File: config.mk
export PLATFORM = sky130hd
export DESIGN_NAME = cdt_timer
export DESIGN_NICKNAME = d
export VERILOG_FILES = /design/src/rtl/cdt_pkg.sv /design/src/rtl/cdt_regs.sv /design/src/rtl/cdt_prescaler.sv /design/src/rtl/cdt_core.sv /design/src/rtl/cdt_timer.sv
export SDC_FILE = /design/constraint.sdc
export NUM_CORES = 1
export LEC_CHECK = 0
export ABC_AREA = 1
export ABC_CLOCK_PERIOD_IN_PS = 3100
export BUFFER_PORTS_ARGS = -buffer_cell sky130_fd_sc_hd__clkbuf_2
export CAP_MARGIN = 20
export CORE_UTILIZATION = 50
export DETAILED_ROUTE_END_ITERATION = 8
export PLACE_DENSITY = 0.76
export SYNTH_ARGS = -nofsm -noshare
export SYNTH_HDL_FRONTEND = slang
export SYNTH_SLANG_ARGS = --single-unit
export TNS_END_PERCENT = 30
File: constraint.sdc
create_clock -name clk_i -period 3.1 [get_ports clk_i]
set_input_delay 0.775 -clock clk_i [delete_from_list [all_inputs] [get_ports clk_i]]
set_output_delay 0.775 -clock clk_i [all_outputs]
set_load 0.02 [all_outputs]
File: src/rtl/cdt_pkg.sv
package cdt_pkg;
  localparam int SHIFT_W       = 3;
  localparam int CTRL_MASK_BIT = 16;
  localparam int CTRL_PER_BIT  = 17;
  localparam logic [3:0]  DIV_KEEP = 4'hB;
  localparam logic [31:0] CTRL_RST = 32'h0001_0000;

  typedef enum logic [1:0] {
    SEL_INIT = 2'd0,
    SEL_DIV  = 2'd1,
    SEL_CTRL = 2'd2,
    SEL_NONE = 2'd3
  } reg_sel_e;

  // code bits come from cfg[1:0] and cfg[3]; shift wraps so code 7 divides by 1
  function automatic logic [SHIFT_W-1:0] div_shift(input logic [3:0] cfg);
    logic [SHIFT_W-1:0] code;
    code = {cfg[3], cfg[1:0]};
    return code + SHIFT_W'(1);
  endfunction
endpackage

File: src/rtl/cdt_regs.sv
module cdt_regs
  import cdt_pkg::*;
#(
  parameter int REG_W = 32,
  parameter int VEC_W = 8
) (
  input  logic               clk_i,
  input  logic               rst_ni,
  input  logic               wr_en_i,
  input  logic [1:0]         wr_sel_i,
  input  logic [REG_W-1:0]   wr_data_i,
  output logic [REG_W-1:0]   init_o,
  output logic [REG_W-1:0]   div_o,
  output logic [REG_W-1:0]   ctrl_o,
  output logic               load_o,
  output logic [SHIFT_W-1:0] shift_o,
  output logic               periodic_o,
  output logic               masked_o,
  output logic [VEC_W-1:0]   vec_o
);
  reg_sel_e sel;
  logic [REG_W-1:0] init_q, div_q, ctrl_q;

  assign sel = reg_sel_e'(wr_sel_i);

  always_ff @(posedge clk_i or negedge rst_ni) begin
    if (!rst_ni) begin
      init_q <= '0;
      div_q  <= '0;
      ctrl_q <= REG_W'(CTRL_RST);
    end else if (wr_en_i) begin
      case (sel)
        SEL_INIT: init_q <= wr_data_i;
        SEL_DIV:  div_q  <= {{(REG_W-4){1'b0}}, wr_data_i[3:0] & DIV_KEEP};
        SEL_CTRL: ctrl_q <= wr_data_i;
        default:  ;
      endcase
    end
  end

  assign load_o     = wr_en_i && (sel == SEL_INIT);
  assign shift_o    = div_shift(div_q[3:0]);
  assign periodic_o = ctrl_q[CTRL_PER_BIT];
  assign masked_o   = ctrl_q[CTRL_MASK_BIT];
  assign vec_o      = ctrl_q[VEC_W-1:0];
  assign init_o     = init_q;
  assign div_o      = div_q;
  assign ctrl_o     = ctrl_q;

  assert_div_keep_R2: assert property (@(posedge clk_i) disable iff (!rst_ni)
    (wr_en_i && sel == SEL_DIV) |=> (div_q == (($past(wr_data_i)) & REG_W'(DIV_KEEP))));

  assert_ctrl_hold_R9: assert property (@(posedge clk_i) disable iff (!rst_ni)
    !(wr_en_i && sel == SEL_CTRL) |=> $stable(ctrl_q));
endmodule

File: src/rtl/cdt_prescaler.sv
module cdt_prescaler
  import cdt_pkg::*;
#(
  parameter int PRE_W = (1 << SHIFT_W) - 1
) (
  input  logic               clk_i,
  input  logic               rst_ni,
  input  logic               base_en_i,
  input  logic               clear_i,
  input  logic [SHIFT_W-1:0] shift_i,
  output logic               tick_o
);
  logic [PRE_W-1:0] pre_q;
  logic [PRE_W-1:0] low_mask;

  for (genvar g = 0; g < PRE_W; g++) begin : g_mask
    assign low_mask[g] = (SHIFT_W'(g) < shift_i);
  end

  always_ff @(posedge clk_i or negedge rst_ni) begin
    if (!rst_ni)        pre_q <= '0;
    else if (clear_i)   pre_q <= '0;
    else if (base_en_i) pre_q <= pre_q + PRE_W'(1);
  end

  assign tick_o = base_en_i && ((pre_q & low_mask) == low_mask);

  // after a restart with shift>0 the first base enable never ticks
  assert_first_tick_R3: assert property (@(posedge clk_i) disable iff (!rst_ni)
    (clear_i && shift_i != '0) |=> !tick_o);

  assert_idle_hold_R10: assert property (@(posedge clk_i) disable iff (!rst_ni)
    (!base_en_i && !clear_i) |=> $stable(pre_q));
endmodule

File: src/rtl/cdt_core.sv
module cdt_core #(
  parameter int CNT_W = 32,
  parameter int VEC_W = 8
) (
  input  logic             clk_i,
  input  logic             rst_ni,
  input  logic             load_i,
  input  logic [CNT_W-1:0] load_val_i,
  input  logic [CNT_W-1:0] init_i,
  input  logic             tick_i,
  input  logic             periodic_i,
  input  logic             masked_i,
  input  logic [VEC_W-1:0] vec_i,
  output logic [CNT_W-1:0] cur_count_o,
  output logic             expire_o,
  output logic [VEC_W-1:0] expire_vec_o
);
  logic [CNT_W-1:0] ph_q;
  logic             done_q, exp_q;
  logic [VEC_W-1:0] vec_q;
  logic             ph_zero, fire;

  assign ph_zero = (ph_q == '0);
  // one-shot fires only on its first wrap; periodic needs a non-zero period
  assign fire    = !masked_i && (periodic_i ? (|init_i) : !done_q);

  always_ff @(posedge clk_i or negedge rst_ni) begin
    if (!rst_ni) begin
      ph_q   <= '0;
      done_q <= 1'b0;
      exp_q  <= 1'b0;
      vec_q  <= '0;
    end else begin
      exp_q <= 1'b0;
      if (load_i) begin
        ph_q   <= load_val_i;
        done_q <= 1'b0;
      end else if (tick_i) begin
        if (ph_zero) begin
          ph_q   <= init_i;
          done_q <= 1'b1;
          if (fire) begin
            exp_q <= 1'b1;
            vec_q <= vec_i;
          end
        end else begin
          ph_q <= ph_q - CNT_W'(1);
        end
      end
    end
  end

  assign cur_count_o  = (!periodic_i && done_q) ? '0 : ph_q;
  assign expire_o     = exp_q;
  assign expire_vec_o = vec_q;

  assert_reload_R4: assert property (@(posedge clk_i) disable iff (!rst_ni)
    load_i |=> (ph_q == $past(load_val_i)) && !done_q && !expire_o);

  assert_step_down_R5: assert property (@(posedge clk_i) disable iff (!rst_ni)
    (tick_i && !load_i && !ph_zero) |=> (ph_q == $past(ph_q) - CNT_W'(1)));

  assert_phase_bound_R5: assert property (@(posedge clk_i) disable iff (!rst_ni)
    ph_q <= init_i);

  assert_zero_period_R6: assert property (@(posedge clk_i) disable iff (!rst_ni)
    expire_o |-> (!$past(periodic_i) || $past(init_i) != '0));

  assert_masked_silent_R7: assert property (@(posedge clk_i) disable iff (!rst_ni)
    expire_o |-> !$past(masked_i));

  assert_single_pulse_R8: assert property (@(posedge clk_i) disable iff (!rst_ni)
    expire_o |=> !expire_o);

  assert_pulse_vec_R8: assert property (@(posedge clk_i) disable iff (!rst_ni)
    expire_o |-> (expire_vec_o == $past(vec_i)));
endmodule

File: src/rtl/cdt_timer.sv
module cdt_timer
  import cdt_pkg::*;
#(
  parameter int REG_W = 32,
  parameter int VEC_W = 8
) (
  input  logic             clk_i,
  input  logic             rst_ni,
  input  logic             base_en_i,
  input  logic             wr_en_i,
  input  logic [1:0]       wr_sel_i,
  input  logic [REG_W-1:0] wr_data_i,
  output logic [REG_W-1:0] init_count_o,
  output logic [REG_W-1:0] div_cfg_o,
  output logic [REG_W-1:0] ctrl_o,
  output logic [REG_W-1:0] cur_count_o,
  output logic             expire_o,
  output logic [VEC_W-1:0] expire_vec_o
);
  localparam int PRE_W = (1 << SHIFT_W) - 1;

  logic               load, tick, periodic, masked;
  logic [SHIFT_W-1:0] shift;
  logic [VEC_W-1:0]   vec;

  cdt_regs #(.REG_W(REG_W), .VEC_W(VEC_W)) u_regs (
    .clk_i      (clk_i),
    .rst_ni     (rst_ni),
    .wr_en_i    (wr_en_i),
    .wr_sel_i   (wr_sel_i),
    .wr_data_i  (wr_data_i),
    .init_o     (init_count_o),
    .div_o      (div_cfg_o),
    .ctrl_o     (ctrl_o),
    .load_o     (load),
    .shift_o    (shift),
    .periodic_o (periodic),
    .masked_o   (masked),
    .vec_o      (vec)
  );

  cdt_prescaler #(.PRE_W(PRE_W)) u_pre (
    .clk_i     (clk_i),
    .rst_ni    (rst_ni),
    .base_en_i (base_en_i),
    .clear_i   (load),
    .shift_i   (shift),
    .tick_o    (tick)
  );

  cdt_core #(.CNT_W(REG_W), .VEC_W(VEC_W)) u_core (
    .clk_i        (clk_i),
    .rst_ni       (rst_ni),
    .load_i       (load),
    .load_val_i   (wr_data_i),
    .init_i       (init_count_o),
    .tick_i       (tick),
    .periodic_i   (periodic),
    .masked_i     (masked),
    .vec_i        (vec),
    .cur_count_o  (cur_count_o),
    .expire_o     (expire_o),
    .expire_vec_o (expire_vec_o)
  );
endmodule

==> metrics.cfg <==
[cts]
clk_path_buf_depth = 2
clk-insertion-delay-late_ns = 0.42
path_clk_slew_ns = 0.05
clock_tree_from_tritoncts = yes
cts_resized = 0
root_buffer = clkbuf_16
ctsHoldBuffers = 0
ctsHtreeMaxLevel = 4
cts.repair_timing.setup_buffer_count = 0
cts-buffers-inserted = 17
tritoncts_num_sinks = 116

[route]
drt-initial-drc-count = 556
drt_pass1_iterations = 5
routed_wirelength_um = 19800
drtAntennaViolNets = 0
viasPerCell = 5.18
wl_per_cell_um = 15.3
drt_drc_violations_left = 0
vias = 6716

[synth]
synth-adder-area-share_pct = 0.729
biggest_area_consumer_among_synthesized_cells = dfrtp_1
ys_seq_area_share_pct = 42.3
synth_top_area_share_pct = 41.9
post_synthesis_share_of_cell_area_spent_on_xor_and_xnor_gates_pct = 0.638
synth_compound_area_share_pct = 3.44
synth_simple_gate_area_share_pct = 36.6
post_synthesis_area_per_instance_um2 = 7.11
synthMuxAreaShare_pct = 4.76
synth_edf_count = 0
synth_flop_cell = dfrtp_1
netlist_instances = 965
synth_most_common_cell = nand2_1
synthDistinctLibCells = 31
synth_seq_cells = 116
synth_top_family_by_area = simple AND/OR/NAND/NOR gates
synth_top_cells_by_count = nand2_1, nor2_1, dfrtp_1, inv_1, nand3_1
yosys_warnings = 0
async_reset_ff_share_pct = 100
synth_area_um2 = 6870
largest_cells_by_area_after_synthesis = dfrtp_1, nand2_1, nor2_1

[timing]
final.setup_skew_ns = 0.00746
final_setup_violation_count = 0
fmax_ghz = 0.417
finalWorstPathRequiredPeriod_ns = 2.40
slew_viol_final = 0
count_of_endpoints_failing_hold_in_the_final_timing_report = 0
max-slew-margin-rel_pct = 55.0
slew_at_the_pin_closest_to_its_max_slew_limit_ns = 0.675
min_period_over_period_pct = 77.3
grt_setup_unrepaired = no
fin_setup_tns_ns = 0

[global_routing]
grt_first_pass_wirelength_um = 31800
first_global_vias = 6130
pin_count_of_the_biggest_net_entering_global_routing = 54
grt_overflow = 0
antenna_found_initial = 0
globalRouteTotalUtil_pct = 28.8

[cells_and_area]
post_route_cells_drive_above_1_share_pct = 22.2
multiInputGateArea_um2 = 3290
antenna_cells = 0
layout-area-overhead-vs-synth_pct = 20.0
finalNonFillerCells = 1297
n_fill_cell = 1237
seq_area_um2 = 2900
finalNetCount = 1150

[outcome]
outcome = finished, final reports clean

[worst_setup_path]
critical_path_required_ns = 2.32
cp_arrival_ns = 1.62
critPathMaxFanout = 33
critPathCaptureType = primary output
critPathLaunchType = flop
r2r_slack_ns = 0.87
worstSetupPathType = flop to primary output

[pwr]
power.share.switching_pct = 44.4
clockPowerShare_pct = 26.2
power.leakage_nw = 4.68
power_switching_mw = 3.28
peakVddDrop_mv = 0.424
power_frac_seq_pct = 32.2
design_power_total_mw = 7.39
comb_power_share_pct = 41.7
power_per_cell_area_nw_per_um2 = 898
internal_power_mw = 4.11

[die]
io_pins = 175
start_util_pct = 51.6
die_x_um = 119
core-area_um2 = 13300
die-area_um2 = 14200
die_y_um = 119
fp-row-count = 42

[placement]
post_detailed_placement_half_perimeter_wirelength_um = 14800
port_buffers = 145
place_inst = 1265
gpl.final_weighted_congestion = 0.930

[run]
drv_cap = 0

[worst_hold_path]
holdCritPathClass = input pin to asynchronous set/reset pin

flip-flops by register name, indices dropped and copies added, names as in the netlist:
signal	count
u_regs.div_o	3
u_regs.init_o	32
u_pre.pre_q	7
u_regs.ctrl_o	32
u_core.ph_q	32
u_core.expire_o	1
u_core.done_q	1
u_core.expire_vec_o	8
cells in the final DEF (no fill, tap or decap), types with 2 or more instances in the layout:
master,n
nand2_2,5
nand4_1,2
o21ai_0,40
buf_12,2
clkbuf_16,17
bufinv_16,2
ha_1,4
nand2_1,320
nor2_1,145
clkinv_4,2
xor2_1,4
dfrtp_1,115
nor3_1,8
nor2_4,3
clkbuf_2,144
nor2_2,9
clkbuf_8,2
clkinvlp_4,5
buf_4,8
mux2_2,29
nand3_2,10
inv_1,107
conb_1,29
clkinv_2,3
nand2_4,3
nand3_1,88
a21oi_1,6
final cells by class:
cell class                 instances  area share (%)
clock inverter                    12            1.58
inverter                         110            5.10
timing repair buffer             154            9.96
multi-input combinational        709            39.9
tap                              176            2.67
sequential                       116            35.3
clock buffer                      20            5.54
cells by family after synthesis:
family / Yosys count
AOI/OAI and AO/OA: 47
xor gates and xnor gates: 5
adders and majority gates: 4
buffers and inverters: 168
DFF: 116
muxes: 29
other: 1
and+or+nand+nor: 595
power groups by stage:
stage                     clock network (mW)  registers, mW  logic (mW)
after CTS                               1.95           2.36        3.07
after global routing                    2.03           2.43        3.43
after global placement                     0           2.37        3.01
final                                   1.93           2.38        3.08
after floorplan                            0           2.42        2.03
after detailed placement                   0           2.38        3.04
worst max-delay path: stages (launching register included):
cell and delay, ns:
dfrtp_1 0.43, nor2_2 0.12, buf_4 0.35, nor2_1 0.12, clkbuf_2 0.18
stage by stage:
step                      hold WS (ns)  utilization (%)  cell area, µm²  worst slack, ns
final                            0.396             62.0            8240            0.703
after global routing             0.443             62.0            8240            0.630
after CTS                        0.413             62.0            8240            0.702
after detailed placement         0.459             57.5            7650            0.835
after global placement           0.467             57.5            7650            0.922
after floorplan                  0.466                -            6970             1.24
path summary, 6_finish.rpt:
check	start	endpoint	cells after the start
min	rst_ni	u_core.expire_o$_DFF_PN0_	1
min in group clk_i	u_core.expire_vec_o[1]$_DFFE_PN0P_	u_core.expire_vec_o[1]$_DFFE_PN0P_	2
max	u_regs.ctrl_o[17]$_DFFE_PN0P_	cur_count_o[8]	4
min reg2reg	u_core.expire_vec_o[1]$_DFFE_PN0P_	u_core.expire_vec_o[1]$_DFFE_PN0P_	2
max reg2reg	u_core.ph_q[0]$_DFFE_PN0P_	u_core.expire_vec_o[0]$_DFFE_PN0P_	11
max in group asynchronous	rst_ni	u_core.ph_q[16]$_DFFE_PN0P_	2
metal layers:
metal	track usage (%)	wire length, µm
met1	43.5	9300
met2	40.5	8460
met3	5.60	1620
met4	10.8	425
met5	0	0
Power figures use the tool's default switching activity.
